`config.mk`:
```
export PLATFORM = sky130hd
export DESIGN_NAME = dma_regfile_host
export DESIGN_NICKNAME = d
export VERILOG_FILES = /design/src/rtl/dma_host_pkg.sv /design/src/rtl/dma_port_decode.sv /design/src/rtl/dma_byte_ptr.sv /design/src/rtl/dma_mask_ctrl.sv /design/src/rtl/dma_chan_regs.sv /design/src/rtl/dma_regfile_host.sv
export SDC_FILE = /design/constraint.sdc
export NUM_CORES = 1
export LEC_CHECK = 0
export ABC_AREA = 1
export BUFFER_PORTS_ARGS = -buffer_cell sky130_fd_sc_hd__buf_2
export CAP_MARGIN = 20
export CORE_ASPECT_RATIO = 0.9
export CORE_MARGIN = 4
export CORE_UTILIZATION = 54
export CTS_CLUSTER_SIZE = 28
export DETAILED_ROUTE_END_ITERATION = 8
export GPL_ROUTABILITY_DRIVEN = 0
export PLACE_DENSITY = 0.77
export RECOVER_POWER = 25
export SYNTH_ARGS = -nofsm -noshare
export SYNTH_HDL_FRONTEND = slang
export SYNTH_SLANG_ARGS = --single-unit
export TNS_END_PERCENT = 20
```
`constraint.sdc`:
```
create_clock -name clk -period 2.1 [get_ports clk]
set_input_delay 0.42 -clock clk [delete_from_list [all_inputs] [get_ports clk]]
set_output_delay 0.42 -clock clk [all_outputs]
set_load 0.1 [all_outputs]
```
`src/rtl/dma_host_pkg.sv`:
```
package dma_host_pkg;

  localparam int unsigned NUM_CH = 4;
  localparam int unsigned CH_W   = 2;
  localparam int unsigned OP_W   = 2;

  typedef enum logic [OP_W-1:0] {
    OP_VERIFY = 2'b00,
    OP_WRITE  = 2'b01,
    OP_READ   = 2'b10,
    OP_RSVD   = 2'b11
  } dma_op_e;

  localparam logic [7:0] PORT_CLR_PTR   = 8'h0C;
  localparam logic [7:0] PORT_MCLR      = 8'h0D;
  localparam logic [7:0] PORT_CLR_MASK  = 8'h0E;
  localparam logic [7:0] PORT_ALL_MASK  = 8'h0F;
  localparam logic [7:0] PORT_ONE_MASK  = 8'h0A;
  localparam logic [7:0] PORT_MODE      = 8'h0B;

  // Page port of each channel; the mapping is irregular.
  function automatic logic [7:0] page_port(input int unsigned ch);
    case (ch)
      0:       page_port = 8'h87;
      1:       page_port = 8'h83;
      2:       page_port = 8'h81;
      default: page_port = 8'h82;
    endcase
  endfunction

endpackage

```
`src/rtl/dma_port_decode.sv`:
```
module dma_port_decode
  import dma_host_pkg::*;
(
  input  logic [7:0]      addr,
  output logic            hit_addr,
  output logic            hit_cnt,
  output logic [CH_W-1:0] word_ch,
  output logic            hit_page,
  output logic [CH_W-1:0] page_ch,
  output logic            hit_clr_ptr,
  output logic            hit_mclr,
  output logic            hit_clr_mask,
  output logic            hit_all_mask,
  output logic            hit_one_mask,
  output logic            hit_mode
);

  localparam int unsigned WORD_PORTS = 2 * NUM_CH;

  logic [NUM_CH-1:0] page_hits;

  genvar g;
  generate
    for (g = 0; g < NUM_CH; g++) begin : g_page
      assign page_hits[g] = (addr == page_port(g));
    end
  endgenerate

  always_comb begin
    page_ch = '0;
    for (int i = 0; i < NUM_CH; i++) begin
      if (page_hits[i]) page_ch = CH_W'(i);
    end
  end

  logic in_word_range;
  assign in_word_range = (addr < 8'(WORD_PORTS));
  assign hit_addr      = in_word_range && !addr[0];
  assign hit_cnt       = in_word_range &&  addr[0];
  assign word_ch       = addr[CH_W:1];
  assign hit_page      = |page_hits;
  assign hit_clr_ptr   = (addr == PORT_CLR_PTR);
  assign hit_mclr      = (addr == PORT_MCLR);
  assign hit_clr_mask  = (addr == PORT_CLR_MASK);
  assign hit_all_mask  = (addr == PORT_ALL_MASK);
  assign hit_one_mask  = (addr == PORT_ONE_MASK);
  assign hit_mode      = (addr == PORT_MODE);

endmodule

```
`src/rtl/dma_byte_ptr.sv`:
```
module dma_byte_ptr (
  input  logic clk,
  input  logic rst_n,
  input  logic step,
  input  logic clear,
  output logic hi
);

  logic hi_d;
  logic hi_en;

  always_comb begin
    hi_en = step || clear;
    hi_d  = clear ? 1'b0 : !hi;
  end

  always_ff @(posedge clk or negedge rst_n) begin
    if (!rst_n)     hi <= 1'b0;
    else if (hi_en) hi <= hi_d;
  end

endmodule

```
`src/rtl/dma_mask_ctrl.sv`:
```
module dma_mask_ctrl
  import dma_host_pkg::*;
(
  input  logic              clk,
  input  logic              rst_n,
  input  logic              do_mclr,
  input  logic              do_clr_all,
  input  logic              do_load_all,
  input  logic              do_one,
  input  logic [3:0]        wdata_lo,
  output logic [NUM_CH-1:0] mask
);

  logic [NUM_CH-1:0] mask_d;
  logic              mask_en;
  logic [CH_W-1:0]   one_ch;

  assign one_ch = wdata_lo[CH_W-1:0];

  always_comb begin
    mask_d  = mask;
    mask_en = do_mclr || do_clr_all || do_load_all || do_one;
    if (do_mclr)          mask_d = '1;
    else if (do_clr_all)  mask_d = '0;
    else if (do_load_all) mask_d = wdata_lo[NUM_CH-1:0];
    else if (do_one)      mask_d[one_ch] = wdata_lo[2];
  end

  always_ff @(posedge clk or negedge rst_n) begin
    if (!rst_n)       mask <= '1;
    else if (mask_en) mask <= mask_d;
  end

endmodule

```
`src/rtl/dma_chan_regs.sv`:
```
module dma_chan_regs
  import dma_host_pkg::*;
#(
  parameter int unsigned ADDR_W = 24,
  parameter int unsigned CNT_W  = 16
) (
  input  logic              clk,
  input  logic              rst_n,
  input  logic              wr_addr,
  input  logic              wr_cnt,
  input  logic              wr_page,
  input  logic              wr_mode,
  input  logic              byte_hi,
  input  logic [7:0]        wdata,
  output logic [ADDR_W-1:0] mem_addr,
  output logic [CNT_W-1:0]  cnt,
  output logic [OP_W-1:0]   op
);

  localparam int unsigned WORD_W = 16;
  localparam int unsigned PAGE_W = ADDR_W - WORD_W;

  logic [WORD_W-1:0] word_q, word_d;
  logic [PAGE_W-1:0] page_q;
  logic [CNT_W-1:0]  cnt_d;

  always_comb begin
    word_d = word_q;
    cnt_d  = cnt;
    if (byte_hi) begin
      word_d[15:8] = wdata;
      cnt_d[15:8]  = wdata;
    end else begin
      word_d[7:0]  = wdata;
      cnt_d[7:0]   = wdata;
    end
  end

  always_ff @(posedge clk or negedge rst_n) begin
    if (!rst_n) begin
      word_q <= '0;
      page_q <= '0;
      cnt    <= '0;
      op     <= '0;
    end else begin
      if (wr_addr) word_q <= word_d;
      if (wr_page) page_q <= wdata[PAGE_W-1:0];
      if (wr_cnt)  cnt    <= cnt_d;
      if (wr_mode) op     <= wdata[3:2];
    end
  end

  assign mem_addr = {page_q, word_q};

endmodule

```
`src/rtl/dma_regfile_host.sv`:
```
module dma_regfile_host
  import dma_host_pkg::*;
#(
  parameter int unsigned ADDR_W = 24,
  parameter int unsigned CNT_W  = 16
) (
  input  logic                     clk,
  input  logic                     rst_n,
  input  logic [7:0]               addr,
  input  logic [7:0]               wdata,
  input  logic                     wr_en,
  input  logic                     rd_en,
  output logic [7:0]               rdata,
  output logic [NUM_CH*ADDR_W-1:0] mem_addr_o,
  output logic [NUM_CH*CNT_W-1:0]  xfer_cnt_o,
  output logic [NUM_CH*OP_W-1:0]   mode_op_o,
  output logic [NUM_CH-1:0]        mask_o
);

  logic            hit_addr, hit_cnt, hit_page;
  logic            hit_clr_ptr, hit_mclr, hit_clr_mask;
  logic            hit_all_mask, hit_one_mask, hit_mode;
  logic [CH_W-1:0] word_ch, page_ch;
  logic            byte_hi;

  dma_port_decode u_dec (
    .addr         (addr),
    .hit_addr     (hit_addr),
    .hit_cnt      (hit_cnt),
    .word_ch      (word_ch),
    .hit_page     (hit_page),
    .page_ch      (page_ch),
    .hit_clr_ptr  (hit_clr_ptr),
    .hit_mclr     (hit_mclr),
    .hit_clr_mask (hit_clr_mask),
    .hit_all_mask (hit_all_mask),
    .hit_one_mask (hit_one_mask),
    .hit_mode     (hit_mode)
  );

  dma_byte_ptr u_ptr (
    .clk   (clk),
    .rst_n (rst_n),
    .step  ((wr_en || rd_en) && (hit_addr || hit_cnt)),
    .clear (wr_en && (hit_clr_ptr || hit_mclr)),
    .hi    (byte_hi)
  );

  dma_mask_ctrl u_mask (
    .clk         (clk),
    .rst_n       (rst_n),
    .do_mclr     (wr_en && hit_mclr),
    .do_clr_all  (wr_en && hit_clr_mask),
    .do_load_all (wr_en && hit_all_mask),
    .do_one      (wr_en && hit_one_mask),
    .wdata_lo    (wdata[3:0]),
    .mask        (mask_o)
  );

  logic [ADDR_W-1:0] ch_addr [NUM_CH];
  logic [CNT_W-1:0]  ch_cnt  [NUM_CH];

  genvar g;
  generate
    for (g = 0; g < NUM_CH; g++) begin : g_ch
      dma_chan_regs #(
        .ADDR_W (ADDR_W),
        .CNT_W  (CNT_W)
      ) u_regs (
        .clk      (clk),
        .rst_n    (rst_n),
        .wr_addr  (wr_en && hit_addr && (word_ch == CH_W'(g))),
        .wr_cnt   (wr_en && hit_cnt  && (word_ch == CH_W'(g))),
        .wr_page  (wr_en && hit_page && (page_ch == CH_W'(g))),
        .wr_mode  (wr_en && hit_mode && (wdata[CH_W-1:0] == CH_W'(g))),
        .byte_hi  (byte_hi),
        .wdata    (wdata),
        .mem_addr (ch_addr[g]),
        .cnt      (ch_cnt[g]),
        .op       (mode_op_o[g*OP_W +: OP_W])
      );
      assign mem_addr_o[g*ADDR_W +: ADDR_W] = ch_addr[g];
      assign xfer_cnt_o[g*CNT_W  +: CNT_W]  = ch_cnt[g];
    end
  endgenerate

  always_comb begin
    rdata = 8'h00;
    if (hit_addr)      rdata = byte_hi ? ch_addr[word_ch][15:8] : ch_addr[word_ch][7:0];
    else if (hit_cnt)  rdata = byte_hi ? ch_cnt[word_ch][15:8]  : ch_cnt[word_ch][7:0];
    else if (hit_page) rdata = ch_addr[page_ch][ADDR_W-1:16];
  end

endmodule

```
== Word level (Yosys, flattened, before mapping) ==
Index checks and enable logic that the tools add are counted.
W data, S select, Z words.
Word-level totals
  register bits after elaboration: 173
  latch bits: 0
  RAM bits: 0
  bits in read-only memories: 0
  bits of input ports: 20
  output and inout bits: 180
  word-level logic and storage cells: 138
  memories: 0
Operators by class
  add/subtract/negate cells: 0
  $mul: 0
  div/mod/pow operators: 0
  order comparisons: 5
  equality and inequality tests: 19
  shift operators: 0
  multiplexer cells: 25
  bitwise gates (word level): 3
  reduce and logical (&&, ||, !) cells: 60
Operators by type and width (number)
  $bmux W24 S2: 2
  $mux W16: 4
  $eq A8 B4 Y1 const B: 6
  $mux W24: 2
  $mux W8: 5
  $reduce_and A2 Y1: 17
  $bmux W16 S2: 1
  $eq A8 B8 Y1 const B: 4
  $logic_and A1 B1 Y1: 29
  $mux W4: 4
  $eq A2 B2 Y1 const B: 6
  $lt A8 B4 Y1 const B: 1
  $logic_or A1 B1 Y1: 7
  $eq A2 B1 Y1 const B: 3
  $ge A3 B3 Y1 const B: 2
  $logic_not A2 Y1: 3
  $not A2 Y3: 2
  $bwmux W4: 1
  $mux W2: 2
  $reduce_bool A4 Y1: 1
  $reduce_or A4 Y1: 1
  $lt A2 B3 Y1 const B: 1
  $mux W1: 3
  $demux W1 S2: 1
  other kinds (3): 4

== Logic depth before layout (Yosys ltp) ==
Gate-level depths: netlist (run 1).
  word-level depth: 11
  gate-level depth with buffers: 12
  depth with buffers taken out: 10

== Modules after synthesis ==
From an unflattened synthesis (run 1), not the netlist that was laid out.
Second synthesis, totals
  cell total of the unflattened synthesis: 1199
  area total of the unflattened synthesis: 9112.5 um^2
Modules (own cells, without submodules)
  dma_chan_regs: instances 4, cells each 181, area an instance 1717.9 um^2
  dma_regfile_host: instances 1, cells each 380, area an instance 1687.9 um^2
  dma_mask_ctrl: instances 1, cells each 52, area an instance 340.3 um^2
  dma_port_decode: instances 1, cells each 37, area an instance 168.9 um^2
  dma_byte_ptr: instances 1, cells each 6, area an instance 43.8 um^2

== Worst setup path before layout (run 1) ==
OpenSTA, ideal clock, no wires.
  kind: in2out
  from: in addr[2]
  to: out rdata[2]
  data arrival time: 2.173 ns
  path slack: -0.493 ns
  stages: 9
  buffers on the path: 3
  path through: buf_6 > inv_2 > buf_2 > nor2_8 > buf_2 > nand2_1 > nand4_1 > nand3_1 > nand3_1
On the way
  word-level cells in the longest chain between the ends: 11
  elaborated cells between the ends (all ways): 27
  those cells by class: order compare (1); eq/ne (4); mux (17); bitwise (2); reduce/logical (3)
RTL lines
  start, declared: line dma_regfile_host.sv:9  | input logic [7:0] addr,
  $eq A8 B8 Y1: line dma_port_decode.sv:25  | assign page_hits[g] = (addr == page_port(g));
  $mux W1: line dma_port_decode.sv:32  | if (page_hits[i]) page_ch = CH_W'(i);
  $mux W2 (2 in a row): line dma_port_decode.sv:32
  $not A2 Y3 (not written as such): line dma_regfile_host.sv:91  | else if (hit_page) rdata = ch_addr[page_ch][ADDR_W-1:16];
  $bmux W24 S2: line dma_regfile_host.sv:91
  $mux W24 (not written as such) (2 in a row): line dma_regfile_host.sv:91
  $mux W8: line dma_regfile_host.sv:91
  $mux W8: line dma_regfile_host.sv:90  | else if (hit_cnt) rdata = byte_hi ? ch_cnt[word_ch][15:8] : ch_cnt[word_ch][7:0];
  $mux W8 *: line dma_regfile_host.sv:89  | if (hit_addr) rdata = byte_hi ? ch_addr[word_ch][15:8] : ch_addr[word_ch][7:0];
  end, declared: line dma_regfile_host.sv:13  | output logic [7:0] rdata,
Mark *: on every way between the ends. The rest lies on a longest branch, timed or not. The select of a mux whose other input is x is not followed.

== Worst setup path in the final report (run 1) ==
  from: reg u_ptr.hi
  to: out rdata[2]
On the way
  word-level cells in the longest chain between the ends: 3
  elaborated cells between the ends (all ways): 4
  those cells by class: mux (4)
RTL lines
  start, declared: line dma_byte_ptr.sv:6  | output logic hi
  start signal, assigned: line dma_byte_ptr.sv:19  | else if (hi_en) hi <= hi_d;
  $mux W8 (2 in a row): line dma_regfile_host.sv:90
  $mux W8 *: line dma_regfile_host.sv:89
Mark *: on every way between the ends. The rest lies on a longest branch, timed or not.

==> results.sh, run 1 <==
export IMPL_status="finished, violations left"
export IMPL_failed_checks="capacitance limit, slew limit, setup timing"
export IMPL_synth_top_area_cell="dfrtp_1"
export IMPL_layout_setup_ws_ns=-0.1453
export IMPL_critPathLaunchType="register"
export IMPL_hp_start="wdata[7]"
export IMPL_cts_max_path_buffers=2
export IMPL_fin_crit_ns=2.245
export IMPL_numPortBuffers=199
export IMPL_cts_tree="built"
export IMPL_setup_worst_path_class="reg -> out"
export IMPL_cp_arrival_ns=1.83
export IMPL_clock_skew_ns=0.004614
export IMPL_area_growth_pct=30.64
export IMPL_met3_length_mm=4.046
export IMPL_cts_sinks=173
export IMPL_hold_path_end="g_ch[0].u_regs.page_q[7]"
export IMPL_highest_layer="met5"
export IMPL_drtAntennaViolNets=0
export IMPL_ys_seq_area_share_pct=50.09
export IMPL_crit_chain="buf_6 > buf_8 > buf_4 > nand4_1 > nand3_2 > nand3_4 > buf_12"
export IMPL_wl_met1_mm=12.18
export IMPL_rsz0062_at_grt="true"
export IMPL_drt_iter0_markers=1329
export IMPL_dieHeight_microns=128.1
export IMPL_cts_htree_levels=4
export IMPL_grt_pass1_vias=8140
export IMPL_stdcell_area_sq_um=11300
export IMPL_synth_cell_types=30
export IMPL_pre_cts_ws_ns=-0.2705
export IMPL_finalSetupTns_ns=-0.7835
export IMPL_hold_path_class="in -> reg"
export IMPL_track_usage_pct=34.04
export IMPL_hold_viol=0
export IMPL_final_cells=1484
export IMPL_holdPathStages=3
export IMPL_wl_met2_mm=13.07
export IMPL_core_sq_um=15550
export IMPL_synth_nets=1052
export IMPL_syn_area_sq_um=8653
export IMPL_drt_pass1_iter_count=6
export IMPL_dr_total_vias=8811
export IMPL_hpwl_mm=22.28
export IMPL_die_area_sq_um=18120
export IMPL_fin_crit_sh_pct=106.9
export IMPL_slew_violations=56
export IMPL_cts_buffers_inserted=17
export IMPL_async_flop_share_pct=100.0
export IMPL_cts_clk_slew_worst_paths_ns=0.07
export IMPL_placedCellCount=1446
export IMPL_n_antenna_cell=0
export IMPL_maxCapViolCount=1
export IMPL_antenna_found_initial=1
export IMPL_ir_drop_mv=0.6842
export IMPL_via_per_inst=5.937
export IMPL_max_freq_ghz=0.4454
export IMPL_synth_edff_count=0
export IMPL_startpoint="u_ptr.hi"
export IMPL_synth_area_top_cells="dfrtp_1 (49%), nand2_1 (16%), o21ai_1 (5.8%), nand3_4 (3.2%), nand4_1 (3.2%)"
export IMPL_globalRouteOverflowTotal=0
export IMPL_ys_warn_count=0
export IMPL_wl_per_cell_microns=20.64
export IMPL_synth_top_area_share_pct=48.87
export IMPL_place_area_sq_um=10430
export IMPL_synth_seq_cells=173
export IMPL_required_ns=1.68
export IMPL_drive_gt1_share_pct=33.31
export IMPL_crit_family="buffers and inverters"
export IMPL_syn_avg_cell_area_sq_um=8.385
export IMPL_setup_viol=8
export IMPL_synthCells=1032
export IMPL_critical_path_endpoint_type="output port"
export IMPL_grt_pass1_wl_mm=46.78
export IMPL_r2r_start="u_ptr.hi"
export IMPL_drt_wl_total_mm=30.63
export IMPL_relSlewSlack_pct=-0.9647
export IMPL_powerDensity_nw_per_um2=846.0
export IMPL_grt_max_degree=60
export IMPL_yosysMostFrequentCell="nand2_1"
export IMPL_io_pins=200
export IMPL_start_util_pct=55.65
export IMPL_critPathMaxStageDelay_ns=0.45
export IMPL_slowest_stage="dfrtp_2"
export IMPL_tightest_slew_ns=1.514
export IMPL_critPathMaxFanout=5
export IMPL_hold_ws_ns=0.2781
export IMPL_leakagePower_nw=5.785
export IMPL_drc_errors=0
export IMPL_yosys_top_cells_count="nand2_1 (379), dfrtp_1 (169), o21ai_1 (101)"
export IMPL_critPathBufInv=4
export IMPL_r2r_end="g_ch[2].u_regs.word_q[9]"
export IMPL_synthFlopType="dfrtp_1"
export IMPL_cts_root_buffer="clkbuf_16"
export IMPL_ff2ff_setup_slack_ns=0.73
export IMPL_rows=43
export IMPL_fin_nets=1291
export IMPL_clk_latency_ns=0.42
export IMPL_dieWidth_microns=141.4
export IMPL_reg2reg_depth=6
==> cells by family (layout without fill, tap and decap cells) <==
logic type | after synthesis | in the layout | synth area share (%)
flip-flops | 173 | 173 | 50.09
AO/OA/AOI/OAI | 188 | 188 | 12.23
buffers and inverters | 122 | 371 | 7.490
AND/OR/NAND/NOR | 548 | 549 | 30.09
XOR/XNOR | 1 | 1 | 0.1012
==> state kept, by name, indices dropped and copies added, names as in the netlist <==
signal and count:
g_ch.u_regs.cnt 64, g_ch.u_regs.word_q 64, g_ch.u_regs.op 8, u_mask.mask 4, u_ptr.hi 1, g_ch.u_regs.page_q 32
==> layout make-up <==
class | count | area, sq um
sequential | 173 | 4335
fill | 1149 | 4244
tap | 202 | 252.7
multi-input combinational | 738 | 3988
clock inverter | 8 | 107.6
timing repair buffer | 279 | 1887
clock buffer | 22 | 484.2
inverter | 62 | 250.2
==> worst max path at each step <==
stage	end	slack [ns]	cells after the start
floorplan	rdata[0]	-0.003	11
global placement	rdata[1]	-0.23	13
detailed placement	rdata[1]	-0.27	13
CTS	rdata[0]	-0.08	7
global route	rdata[5]	-0.16	8
finish	rdata[2]	-0.15	7
==> report_power, final <==
group	internal, mW	total, mW	switching, mW
clock	1.88	3.19	1.32
combinational	0.656	2.71	2.05
sequential	3.49	3.66	0.176
==> worst register-to-register path, cell delays in order, from the launching register on <==
cell     delay, ns
dfrtp_2       0.43
buf_6         0.15
buf_8         0.12
buf_4         0.14
nand3_4       0.20
nand2_1       0.16
o21ai_2       0.06
==> cell usage in the layout, fill, tap and decap left out, drive strengths merged, types with 5 or more instances in the layout <==
cell and count:
a21oi 24, buf 274, clkbuf 26, dfrtp 169, inv 64, nand2 387, nand3 71, nand3b 8
nand4 44, nor2 36, o211ai 5, o21ai 158
==> routing by layer <==
metal  vias to the layer above  global-route usage (%)
met1                      4139                   49.33
met4                         2                   13.43
met5                         -                       0
li1                       3898                       -
met2                       665                   48.56
met3                       107                   9.661
==> through the flow <==
stage | power [mW] | util [%]
5_1_grt | 9.853 | 72.70
3_5_place_dp | 6.184 | 67.10
4_1_cts | 9.494 | 72.54
2_1_floorplan | 5.525 | -
6_report | 9.564 | 72.70
3_3_place_gp | 6.149 | 67.10
==> timing repair <==
item	4_1_cts	5_1_grt
buffers inserted	5	1
cloned	1	0
pin swaps	7	11
endpoints found under the setup margin	8	8
hold buffers	1	0
resized for setup	62	9
hold endpoints to repair	49	0
(Power assumes the default switching activity.)
==> inputs of run 2 (changes only) <==
Settings changed: CORE_UTILIZATION 54 to 55, CTS_BUF_LIST from default to sky130_fd_sc_hd__clkbuf_8, PLACE_DENSITY 0.77 to 0.78.
==> results.sh, run 2 (synthesized netlist as in run 1, its figures left out) <==
export IMPL_status="finished, violations left"
export IMPL_failed_checks="setup timing"
export IMPL_place_area_sq_um=10450
export IMPL_drt_wl_total_mm=29.99
export IMPL_reg_largest_list="g_ch.u_regs.cnt: 64 flops, g_ch.u_regs.word_q: 64 flops, g_ch.u_regs.page_q: 32 flops"
export IMPL_hpwl_mm=22.14
export IMPL_n_antenna_cell=0
export IMPL_final_cells=1490
export IMPL_die_area_sq_um=17810
export IMPL_rows=43
export IMPL_rsz0062_at_grt="true"
export IMPL_io_pins=200
export IMPL_cp_arrival_ns=1.83
export IMPL_regArea_sq_um=4335
export IMPL_cts_root_buffer="clkbuf_8"
export IMPL_ir_drop_mv=0.4863
export IMPL_holdPathStages=3
export IMPL_leakagePower_nw=5.708
export IMPL_critical_path_endpoint_type="output port"
export IMPL_crit_family="simple AND/OR/NAND/NOR gates"
export IMPL_powerDensity_nw_per_um2=794.1
export IMPL_multi_input_area_sq_um=3948
export IMPL_cts_clk_slew_worst_paths_ns=0.09
export IMPL_numPortBuffers=199
export IMPL_cts_tree="built"
export IMPL_dieHeight_microns=127.0
export IMPL_tightest_slew_ns=1.226
export IMPL_wl_per_cell_microns=20.13
export IMPL_setup_worst_path_class="reg -> out"
export IMPL_nFillCells=1179
export IMPL_cts_sinks=173
export IMPL_drive_gt1_share_pct=33.46
export IMPL_grt_pass1_wl_mm=46.43
export IMPL_cts_buffers_inserted=17
export IMPL_via_per_inst=5.892
export IMPL_start_util_pct=56.04
export IMPL_max_freq_ghz=0.4444
export IMPL_globalRouteOverflowTotal=0
export IMPL_hold_ws_ns=0.2229
export IMPL_grt_max_degree=56
export IMPL_dr_total_vias=8779
export IMPL_path_depth=7
export IMPL_cts_max_path_buffers=2
export IMPL_drt_pass1_iter_count=6
export IMPL_fin_nets=1295
export IMPL_fin_crit_sh_pct=107.2
export IMPL_stdcell_area_sq_um=11100
export IMPL_layout_setup_ws_ns=-0.1502
export IMPL_required_ns=1.68
export IMPL_placedCellCount=1450
export IMPL_grt_pass1_vias=8121
export IMPL_setup_viol=8
export IMPL_core_sq_um=15440
export IMPL_final_common_cell="nand2_1"
export IMPL_reg2reg_depth=7
export IMPL_critPathMaxStageDelay_ns=0.42
export IMPL_finalSetupTns_ns=-0.8556
export IMPL_crit_chain="inv_1 > nor2_1 > a21oi_1 > nand4_1 > nand3_2 > nand3_4 > buf_12"
export IMPL_slowest_stage="dfrtp_1"
export IMPL_maxCapViolCount=0
export IMPL_drt_iter0_markers=1100
export IMPL_critPathBufInv=2
export IMPL_antenna_found_initial=0
export IMPL_hold_viol=0
export IMPL_post_route_util_pct=71.87
export IMPL_clk_latency_ns=0.47
export IMPL_slew_violations=0
export IMPL_relSlewSlack_pct=18.27
export IMPL_drc_errors=0
export IMPL_power_mw=8.812
export IMPL_area_growth_pct=28.24
export IMPL_cts_htree_levels=4
export IMPL_critPathMaxFanout=3
export IMPL_pre_cts_ws_ns=-0.2071
export IMPL_clock_skew_ns=0.005810
export IMPL_hold_path_class="in -> reg"
export IMPL_fin_crit_ns=2.250
export IMPL_dieWidth_microns=140.2
export IMPL_drtAntennaViolNets=0
export IMPL_critPathLaunchType="register"
export IMPL_final_cell_mix="nand2_1 (366), buf_2 (189), dfrtp_1 (168)"
export IMPL_track_usage_pct=34.01
[run 2: cell types whose count changed in the layout (fill, tap and decap cells not counted), sizes merged]
cell and delta:
clkbuf -7, bufinv +1, inv +3, clkinv +2, buf +6, clkinvlp +1
[run 2: power breakdown]
| group | internal (mW) | leakage, nW | switching [mW] |
|---|---|---|---|
| combinational | 0.660 | 3.11 | 2.02 |
| clock | 1.21 | 0.216 | 1.26 |
| sequential | 3.48 | 2.38 | 0.175 |
| total | 5.35 | 5.71 | 3.46 |
[run 2: per-layer routing]
metal | routed length [microns] | GRT usage [%]
met5 | 0 | 0
met2 | 12740 | 47.64
met3 | 4023 | 9.244
met4 | 1237 | 13.73
met1 | 11990 | 50.40
[run 2: worst min-delay path, stage by stage]
cell and delay [ns]:
buf_2 0.11, nand4_1 0.08, nand2_1 0.05
[run 2: path summary, 6_finish.rpt]
path                                         from                       end  slack (ns)
hold / removal                           wdata[5]  g_ch[0].u_regs.page_q[5]        0.22
setup / recovery           g_ch[3].u_regs.cnt[12]                  rdata[4]       -0.15
min in group asynchronous                   rst_n  g_ch[0].u_regs.page_q[2]        0.74
hold reg to reg              g_ch[0].u_regs.op[0]      g_ch[0].u_regs.op[0]        0.49
setup reg to reg                         u_ptr.hi     g_ch[1].u_regs.cnt[4]        0.64
max in group asynchronous                   rst_n     g_ch[2].u_regs.cnt[7]        0.38
[run 2: cell type report]
class	count	area share [%]
Sequential cell	173	39.07
Multi-Input combinational cell	738	35.57
Timing Repair Buffer	282	17.07
Tap cell	202	2.278
Clock buffer	18	2.232
Inverter	62	2.232
Clock inverter	14	1.477
Timing Repair inverter	1	0.06765
[run 2: what timing repair did]
item / 4_1_cts / 5_1_grt
gates cloned: 2 / 0
endpoints found under the setup margin: 8 / 8
buffers inserted: 4 / 1
hold buffers: 1 / 0
pin swaps: 6 / 8
endpoints found under the hold margin: 38 / 0
gates resized for setup: 30 / 26
==> inputs of run 3 (changes only) <==
Settings changed: BUFFER_PORTS_ARGS -buffer_cell sky130_fd_sc_hd__buf_2 to default, DONT_BUFFER_PORTS from default to 1, PLACE_DENSITY 0.78 to 0.67.
==> results.sh, run 3 (synthesized netlist as in run 1, its figures left out) <==
export IMPL_cts_clk_slew_worst_paths_ns=0.09
export IMPL_final_common_cell="nand2_1"
export IMPL_wl_per_cell_microns=21.68
export IMPL_cts_tree="built"
export IMPL_status="finished, violations left"
export IMPL_nFillCells=1248
export IMPL_netSwitchingFraction_pct=39.23
export IMPL_io_pins=200
export IMPL_dieHeight_microns=127.0
export IMPL_cts_htree_levels=4
export IMPL_critPathLaunchType="register"
export IMPL_hold_path_class="in -> async"
export IMPL_p_switching_mw=3.384
export IMPL_tightest_slew_ns=0.5994
export IMPL_setup_viol=8
export IMPL_n_antenna_cell=0
export IMPL_leakagePower_nw=5.305
export IMPL_combPwrFrac_pct=32.2
export IMPL_critPathMaxFanout=7
export IMPL_relSlewSlack_pct=60.00
export IMPL_dr_total_vias=8294
export IMPL_hold_viol=173
export IMPL_area_growth_pct=25.26
export IMPL_clk_latency_ns=0.47
export IMPL_pre_cts_ws_ns=-0.07575
export IMPL_clkPwrFrac_pct=25.7
export IMPL_core_sq_um=15440
export IMPL_cts_max_path_buffers=2
export IMPL_drc_errors=0
export IMPL_fin_nets=1220
export IMPL_power_mw=8.625
export IMPL_drt_wl_total_mm=30.68
export IMPL_numPortBuffers=0
export IMPL_start_util_pct=56.04
export IMPL_max_freq_ghz=0.4522
export IMPL_failed_checks="hold timing, setup timing"
export IMPL_fin_crit_sh_pct=105.3
export IMPL_reg_largest_list="g_ch.u_regs.cnt: 64 flops, g_ch.u_regs.word_q: 64 flops, g_ch.u_regs.page_q: 32 flops"
export IMPL_setup_worst_path_class="reg -> out"
export IMPL_cts_sinks=173
export IMPL_rows=43
export IMPL_drt_pass1_iter_count=6
export IMPL_hold_ws_ns=-0.3524
export IMPL_slew_violations=0
export IMPL_drive_gt1_share_pct=28.61
export IMPL_grt_max_degree=174
export IMPL_die_area_sq_um=17810
export IMPL_final_cell_mix="nand2_1 (374), buf_4 (196), dfrtp_1 (168)"
export IMPL_required_ns=1.68
export IMPL_cts_root_buffer="clkbuf_8"
export IMPL_finalSetupTns_ns=-0.7300
export IMPL_ir_drop_mv=0.8094
export IMPL_antenna_found_initial=0
export IMPL_grt_pass1_wl_mm=47.04
export IMPL_dieWidth_microns=140.2
export IMPL_cp_arrival_ns=1.79
export IMPL_fin_crit_ns=2.211
export IMPL_globalRouteOverflowTotal=0
export IMPL_clock_skew_ns=0.01211
export IMPL_via_per_inst=5.861
export IMPL_powerDensity_nw_per_um2=795.8
export IMPL_grt_pass1_vias=7801
export IMPL_drtAntennaViolNets=0
export IMPL_hpwl_mm=22.15
export IMPL_maxCapViolCount=0
export IMPL_track_usage_pct=34.79
export IMPL_cts_buffers_inserted=17
export IMPL_drt_iter0_markers=1119
export IMPL_p_seq_share_pct=42.1
export IMPL_rsz0062_at_grt="true"
export IMPL_cell_internal_pwr_mw=5.241
export IMPL_layout_setup_ws_ns=-0.1113
export IMPL_critical_path_endpoint_type="output port"
==> run 3: stage by stage <==
stage | util (%) | hold slack, ns | cells | area [sq um]
2_1_floorplan | - | 0.1244 | 1032 | 8821
3_3_place_gp | 66.40 | 0.1319 | 1376 | 10250
3_5_place_dp | 66.40 | 0.1328 | 1376 | 10250
4_1_cts | 69.98 | -0.3785 | 1414 | 10810
5_1_grt | 70.20 | -0.3860 | 1415 | 10840
6_report | 70.20 | -0.3524 | 1415 | 10840
==> run 3: cell type report <==
cell class                 count  area, sq um  share of cell area, %
sequential                   173         4335                  40.00
multi-input combinational    737         3913                  36.10
timing repair buffer         209         1729                  15.95
clock buffer                  19        261.5                  2.413
tap                          202        252.7                  2.332
inverter                      62        245.2                  2.263
clock inverter                13        102.6                 0.9466
==> run 3: final timing paths <==
kind,end,depth (start not counted),slack (ns),start
worst max-delay path,rdata[0],7,-0.11,u_ptr.hi
worst min-delay path,g_ch[2].u_regs.cnt[3],0,-0.35,rst_n
worst max register to register,g_ch[0].u_regs.word_q[7],7,0.62,u_ptr.hi
worst min register to register,u_mask.mask[3],2,0.78,u_mask.mask[3]
max in group asynchronous,u_mask.mask[1],0,2.15,rst_n
min in group clk,g_ch[0].u_regs.page_q[7],2,0.09,wdata[7]
==> run 3: routing by layer <==
layer  vias to the layer above  share of wire (%)  track usage (%)
met5                         -                  0                0
met4                         0                4.3            14.02
met3                        85                 15            13.32
met2                       535                 40            46.03
met1                      3916                 41            51.25
li1                       3758                  -                -
==> run 3: timing repair <==
action	4_1_cts	5_1_grt
gates cloned	2	0
setup buffers	4	1
setup endpoints to repair	8	8
pin swaps	18	11
resized for setup	29	10
endpoints found under the hold margin	173	173
==> run 3: power by group through the flow <==
stage | Clock [mW] | Combinational, mW | Sequential (mW)
5_1_grt | 2.38 | 2.88 | 3.65
4_1_cts | 2.24 | 2.69 | 3.63
6_report | 2.22 | 2.77 | 3.64
3_5_place_dp | 0 | 2.42 | 3.68
2_1_floorplan | 0 | 0.858 | 4.67
3_3_place_gp | 0 | 2.41 | 3.67
==> run 3: critical path, cell delays in order (launching register included) <==
cell      delay [ns]
dfrtp_2         0.46
clkinv_4        0.12
buf_6           0.15
buf_16          0.13
nand4_1         0.09
nand3_2         0.12
nand3_4         0.09
buf_12          0.17
